`src/rtl/fb_scan_pkg.sv`:
```
package fb_scan_pkg;
  localparam int BYTE_BITS = 8;
  localparam int BIT_IDX_W = 3;

  typedef struct packed {
    logic                 valid;
    logic                 eol;
    logic                 eof;
    logic [BIT_IDX_W-1:0] bitSel;
  } scanStrobe_t;

  typedef enum logic [0:0] {
    ST_IDLE = 1'b0,
    ST_SCAN = 1'b1
  } scanState_e;
endpackage

```
`src/rtl/fb_scan_ctrl.sv`:
```
module fb_scan_ctrl
  import fb_scan_pkg::*;
#(
  parameter int VIS_COLS   = 96,
  parameter int VIS_ROWS   = 16,
  parameter int MAG        = 4,
  parameter int PAGE_BYTES = 132,
  parameter int COL_OFS    = 36,
  parameter int LINE_BITS  = 6,
  localparam int PAGES     = (1 << LINE_BITS) / BYTE_BITS,
  localparam int MEM_DEPTH = PAGES * PAGE_BYTES,
  localparam int ADDR_W    = $clog2(MEM_DEPTH)
) (
  input  logic                 clk,
  input  logic                 rstN,
  input  logic                 redrawReq,
  input  logic [LINE_BITS-1:0] startLine,
  output logic                 memRdEn,
  output logic [ADDR_W-1:0]    memAddr,
  output scanStrobe_t          strobe
);
  localparam int SUB_W  = (MAG > 1) ? $clog2(MAG) : 1;
  localparam int COL_W  = $clog2(VIS_COLS);
  localparam int PAGE_W = LINE_BITS - BIT_IDX_W;

  scanState_e           state;
  logic                 pending;
  logic [LINE_BITS-1:0] slLat;
  logic [SUB_W-1:0]     subX, subY;
  logic [COL_W-1:0]     srcX;
  logic [LINE_BITS-1:0] srcY;

  logic                 startFrame, lastX, lastY, scanning;
  logic [LINE_BITS-1:0] srcLine;
  logic [PAGE_W-1:0]    page;

  assign scanning   = (state == ST_SCAN);
  assign startFrame = (state == ST_IDLE) && pending;
  assign lastX      = (subX == SUB_W'(MAG - 1)) && (srcX == COL_W'(VIS_COLS - 1));
  assign lastY      = (subY == SUB_W'(MAG - 1)) && (srcY == LINE_BITS'(VIS_ROWS - 1));
  assign srcLine    = srcY + slLat;
  assign page       = srcLine[LINE_BITS-1:BIT_IDX_W];

  always_ff @(posedge clk) begin
    if (!rstN) begin
      state   <= ST_IDLE;
      pending <= 1'b0;
      slLat   <= '0;
      subX    <= '0;
      subY    <= '0;
      srcX    <= '0;
      srcY    <= '0;
    end else begin
      pending <= redrawReq | (pending & ~startFrame);
      if (startFrame) begin
        state <= ST_SCAN;
        slLat <= startLine;
        subX  <= '0;
        subY  <= '0;
        srcX  <= '0;
        srcY  <= '0;
      end else if (scanning) begin
        if (subX != SUB_W'(MAG - 1)) begin
          subX <= subX + 1'b1;
        end else begin
          subX <= '0;
          if (srcX != COL_W'(VIS_COLS - 1)) begin
            srcX <= srcX + 1'b1;
          end else begin
            srcX <= '0;
            if (subY != SUB_W'(MAG - 1)) begin
              subY <= subY + 1'b1;
            end else begin
              subY <= '0;
              if (srcY != LINE_BITS'(VIS_ROWS - 1)) srcY <= srcY + 1'b1;
              else                                  srcY <= '0;
            end
          end
        end
        if (lastX && lastY) state <= ST_IDLE;
      end
    end
  end

  assign memRdEn = scanning;
  assign memAddr = ADDR_W'(page) * ADDR_W'(PAGE_BYTES) + ADDR_W'(COL_OFS) + ADDR_W'(srcX);

  always_comb begin
    strobe        = '0;
    strobe.valid  = scanning;
    strobe.eol    = scanning && lastX;
    strobe.eof    = scanning && lastX && lastY;
    strobe.bitSel = srcLine[BIT_IDX_W-1:0];
  end

  assert_addr_range_R3: assert property (@(posedge clk) disable iff (!rstN)
    memRdEn |-> (memAddr < ADDR_W'(MEM_DEPTH)));

  assert_addr_hold_R4: assert property (@(posedge clk) disable iff (!rstN)
    (scanning && subX != '0) |-> $stable(memAddr));

  assert_start_hold_R11: assert property (@(posedge clk) disable iff (!rstN)
    (scanning && $past(scanning)) |-> $stable(slLat));

  assert_start_needs_req_R10: assert property (@(posedge clk) disable iff (!rstN)
    $rose(scanning) |-> $past(pending));
endmodule

```
`src/rtl/fb_scan_datapath.sv`:
```
module fb_scan_datapath
  import fb_scan_pkg::*;
(
  input  logic                 clk,
  input  logic                 rstN,
  input  scanStrobe_t          strobe,
  input  logic [BYTE_BITS-1:0] memData,
  input  logic                 inverse,
  input  logic                 allOn,
  output logic                 pixValid,
  output logic                 pixData,
  output logic                 pixEol,
  output logic                 pixEof
);
  scanStrobe_t stage1;
  logic        rawBit;

  assign rawBit = memData[stage1.bitSel];

  always_ff @(posedge clk) begin
    if (!rstN) begin
      stage1   <= '0;
      pixValid <= 1'b0;
      pixData  <= 1'b0;
      pixEol   <= 1'b0;
      pixEof   <= 1'b0;
    end else begin
      stage1   <= strobe;
      pixValid <= stage1.valid;
      pixData  <= stage1.valid & (allOn | (rawBit ^ inverse));
      pixEol   <= stage1.eol;
      pixEof   <= stage1.eof;
    end
  end

  assert_eof_on_eol_R8: assert property (@(posedge clk) disable iff (!rstN)
    pixEof |-> pixEol);

  assert_marker_valid_R8: assert property (@(posedge clk) disable iff (!rstN)
    (pixEol || pixEof) |-> pixValid);

  assert_no_gap_R1: assert property (@(posedge clk) disable iff (!rstN)
    (pixValid && !pixEof) |=> pixValid);
endmodule

```
`src/rtl/fb_pixel_scanner.sv`:
```
module fb_pixel_scanner
  import fb_scan_pkg::*;
#(
  parameter int VIS_COLS   = 96,
  parameter int VIS_ROWS   = 16,
  parameter int MAG        = 4,
  parameter int PAGE_BYTES = 132,
  parameter int COL_OFS    = 36,
  parameter int LINE_BITS  = 6,
  localparam int ADDR_W    = $clog2(((1 << LINE_BITS) / BYTE_BITS) * PAGE_BYTES)
) (
  input  logic                 clk,
  input  logic                 rstN,
  input  logic                 redrawReq,
  input  logic [LINE_BITS-1:0] startLine,
  input  logic                 inverse,
  input  logic                 allOn,
  output logic                 memRdEn,
  output logic [ADDR_W-1:0]    memAddr,
  input  logic [BYTE_BITS-1:0] memData,
  output logic                 pixValid,
  output logic                 pixData,
  output logic                 pixEol,
  output logic                 pixEof
);
  scanStrobe_t strobe;

  fb_scan_ctrl #(
    .VIS_COLS(VIS_COLS), .VIS_ROWS(VIS_ROWS), .MAG(MAG),
    .PAGE_BYTES(PAGE_BYTES), .COL_OFS(COL_OFS), .LINE_BITS(LINE_BITS)
  ) u_ctrl (
    .clk(clk), .rstN(rstN), .redrawReq(redrawReq), .startLine(startLine),
    .memRdEn(memRdEn), .memAddr(memAddr), .strobe(strobe)
  );

  fb_scan_datapath u_dp (
    .clk(clk), .rstN(rstN), .strobe(strobe), .memData(memData),
    .inverse(inverse), .allOn(allOn),
    .pixValid(pixValid), .pixData(pixData), .pixEol(pixEol), .pixEof(pixEof)
  );
endmodule

```
`config.mk`:
```
export PLATFORM = sky130hd
export DESIGN_NAME = fb_pixel_scanner
export DESIGN_NICKNAME = d
export VERILOG_FILES = /design/src/rtl/fb_scan_pkg.sv /design/src/rtl/fb_scan_ctrl.sv /design/src/rtl/fb_scan_datapath.sv /design/src/rtl/fb_pixel_scanner.sv
export SDC_FILE = /design/constraint.sdc
export NUM_CORES = 1
export LEC_CHECK = 0
export ABC_AREA = 1
export CAP_MARGIN = 15
export CELL_PAD_IN_SITES_DETAIL_PLACEMENT = 0
export CELL_PAD_IN_SITES_GLOBAL_PLACEMENT = 2
export CORE_ASPECT_RATIO = 0.5
export CORE_MARGIN = 8
export CORE_UTILIZATION = 29
export DETAILED_ROUTE_END_ITERATION = 6
export GPL_ROUTABILITY_DRIVEN = 0
export HOLD_SLACK_MARGIN = 0.05
export PLACE_DENSITY = 0.82
export SETUP_SLACK_MARGIN = 0.1
export SYNTH_ARGS = -nofsm -noshare
export SYNTH_HDL_FRONTEND = slang
export SYNTH_SLANG_ARGS = --single-unit
```
`constraint.sdc`:
```
create_clock -name clk -period 4.1 [get_ports clk]
set_input_delay 0.615 -clock clk [delete_from_list [all_inputs] [get_ports clk]]
set_output_delay 0.615 -clock clk [all_outputs]
set_load 0.01 [all_outputs]
```
==> results.md <==
* Outcome: finished, final reports clean
* Worst IR Drop VDD at around 0.12 mV
* Tot GR Track Use at approximately 9.8%
* Top Ports at 35
* Number of CTS-inserted buffers at 5
* Post-Syn Area at just under 2000 sq um
* Worst R2R Start: u_ctrl.memRdEn
* Sum of negative setup slack at 0 ps
* Final worst-path cycle share at between 90% and 100%
* WHS Endpoint: u_dp.pixEol
* Die area at around 9900 sq um
* Ranking of synthesized cells by area: dfxtp_1 35%, nand2_1 13%, ha_1 11%
* Pwr Density at between 300 and 400 nW/um^2
* CTS tree: done
* DR DRC count at 0
* Register area share after synthesis at a little over a third
* Gate Count Post-Synth at 271
* Hold WC Path Type: reg2reg
* Startpoint Class: register
* Worst-case reg-to-reg path depth at 4
* Core Area at between 6000 and 7000 sq um
* Root buffer cell: clkbuf_16
* Fillcell total at 710
* Crit-path max FO at 4
* First-pass GRT wire length at around 7700 um
* DP HPWL at between 3000 and 4000 um
* Slew margin rel. at roughly 60%
* Die Span Y at 74.5 um
* RR Endpoint: u_ctrl.srcY[3]
* Hold buffers post-CTS at 0
* Fin. max-slew vios at 0
* Nets at 347
* Mean area per synthesized cell at around 7.3 sq um
* Area grow syn2layout at 29.5%
* Die Wd at ~130 um
* Clock transition at path regs at approximately 50 ps
* Final setup viols at 0
* Post-synth top area cell: dfxtp_1
* Flop2flop setup slack at 2180 ps
* ANT cells at 0
* Critical Path End Type: output pin
* Cell internal pwr at between 0.6 and 0.7 mW
* Rows at 21
* Final Hold Vio Count at 0
* RSZ-0062 raised after global routing: no
* Net Sw Power at about 0.17 mW
* Static leakage at about 1.3 nW
* # Max-Cap Violations at 0
* Placed insts at between 300 and 400
* Worst-Margin Slew at 573 ps
* Routed vias/inst at between 4 and 5
* #FFs+latches synth at 35
* Worst hold stages at 2
* Min Clock Period, post-route at 3820 ps
* Pwr Total at 0.778 mW
* Syn nets at approximately 300
* Comb power frac at between 10% and 20%
* Port bufs at 34
* Largest net degree at the start of global routing at 17
* FMAX at around 260 MHz
* Fin cells at 400
* Area after DPL at ~2400 sq um
* Max Clock Skew at between 2 and 3 ps
* Worst hold slack at around 420 ps
* Drt wl/cell at 11.2 um
* Switching part of the total at roughly 22%
* Vias in the first global route at around 1,700
* Design area at between 2000 and 3000 sq um
* Seq pwr share at ~46%
* Starting Density at 29.8%
* TritonCTS Sinks at 35
* H-Tree Depth at 2
* Global route total overflow at 0
* Final wirelength at 4480 um
* Top cell type's share of synthesized area at ~35%
* Synth warnings at 0
* Remaining antenna violation count at 0
* Total number of vias at ~1,700
* Share of layout cells above drive strength 1 at under 10%
* Clock tree buffer depth at 2
* Drt initial violations at around 40
* Clock power frac at 44.2%
* Synth cell types at 28
* Initial antenna violation count at 0
* Source of the worst hold timing path: u_dp.stage1[4]
* CP Class: reg2out
* CP Data Required Time at between 3000 and 4000 ps
* Crit path DAT at approximately 3200 ps
* DRT Pass-1 Iters at 4
* Clock Latency Late Sink at 270 ps
area by class of cell:
class / count / area, sq um / area share [%]
multi-input combinational: 188 / 1110 / 43.4
sequential: 35 / 703 / 27.4
timing repair buffer: 35 / 340 / 13.3
inverter: 44 / 165 / 6.43
clock buffer: 6 / 129 / 5.02
tap: 92 / 115 / 4.48
synth_stat cells, drive strengths merged:
library cell / count
inv: 43
a31oi: 1
dfxtp: 35
nor3b: 1
nor2: 17
o21ai: 5
a21oi: 17
buf: 3
nand2: 73
o211a: 1
nand3b: 1
clkbuf: 1
nand4: 2
nand3: 31
and2: 1
clkinv: 1
a21o: 2
xor2: 10
xnor2: 1
fa: 2
ha: 17
nor3: 6
worst max-delay path: stages (launching register included):
cell	delay [ps]
dfxtp_2	330
ha_2	200
fa_2	350
nand2_1	70
nand2_1	70
a21oi_2	190
inv_1	70
nand2_1	60
nand2_1	70
ha_1	280
ha_2	200
fa_2	410
nand3_2	100
nand2_2	70
xor2_1	160
dlygate4sd2_1	290
cell usage in the layout (no fill, tap or decap), drive strengths merged:
cell           count
nand2             73
inv               43
dfxtp             35
nand3             31
clkdlybuf4s50     28
a21oi             17
ha                17
nor2              17
xor2              10
clkbuf             7
nor3               6
o21ai              5
dlygate4sd2        4
a21o               2
fa                 2
nand4              2
nand3b             1
and2               1
xnor2              1
nor3b              1
clkinv             1
a31oi              1
o211a              1
dlymetal6s2s       1
buf                1
flip-flops by register name (all words and copies together) (netlist names):
name and count:
u_dp.stage1 6, u_dp.pixValid 1, u_ctrl.srcX 7, u_dp.pixData 1, u_ctrl.srcY 6, u_dp.pixEof 1
u_ctrl.slLat 6, u_dp.pixEol 1, u_ctrl.subX 2, u_ctrl.subY 2, u_ctrl.pending 1, u_ctrl.memRdEn 1
routing by layer:
| metal | GRT usage [%] | wire, um | vias up |
|---|---|---|---|
| met4 | 5.24 | 75 | 0 |
| met1 | 11.4 | 2150 | 739 |
| met3 | 3.64 | 273 | 4 |
| li1 | - | - | 936 |
| met2 | 15.7 | 1980 | 30 |
| met5 | 0 | 0 | - |
power by group through the flow:
stage	Combinational [mW]	Clock, mW	Sequential (mW)
after floorplan	0.0414	0	0.363
after global placement	0.0799	0	0.363
after detailed placement	0.0799	0	0.363
after CTS	0.0795	0.358	0.356
after global routing	0.0887	0.376	0.357
final	0.0777	0.344	0.357
timing repair:
item / 4_1_cts / 5_1_grt
buffers inserted: 0 / 1
endpoints found under the setup margin: 6 / 5
gates resized for setup: 7 / 11
pin swaps: 0 / 2
worst max path at each step:
stage,startpoint,to,slack (ps),cells past startpoint
floorplan,u_ctrl.srcY[0],memAddr[9],800,17
global placement,u_ctrl.srcY[0],memAddr[9],160,17
detailed placement,u_ctrl.srcY[0],memAddr[9],70,17
CTS,u_ctrl.srcY[0],memAddr[9],50,18
global route,u_ctrl.srcY[0],memAddr[7],110,15
finish,u_ctrl.srcY[0],memAddr[7],280,15
kinds of logic after synthesis:
logic type / synth area share (%)
xor+xnor: 4.86
simple gates: 30.2
flops: 35.4
buf+inv: 9.66
compound gates: 7.13
fa+ha+maj: 12.8
metrics by stage:
stage / worst slack, ps / util, %
final: 279 / 38.6
after global routing: 112 / 38.6
after CTS: 46.7 / 38.2
after detailed placement: 72.0 / 36.3
after global placement: 159 / 36.3
after floorplan: 797 / -
Power figures use the tool's default switching activity.
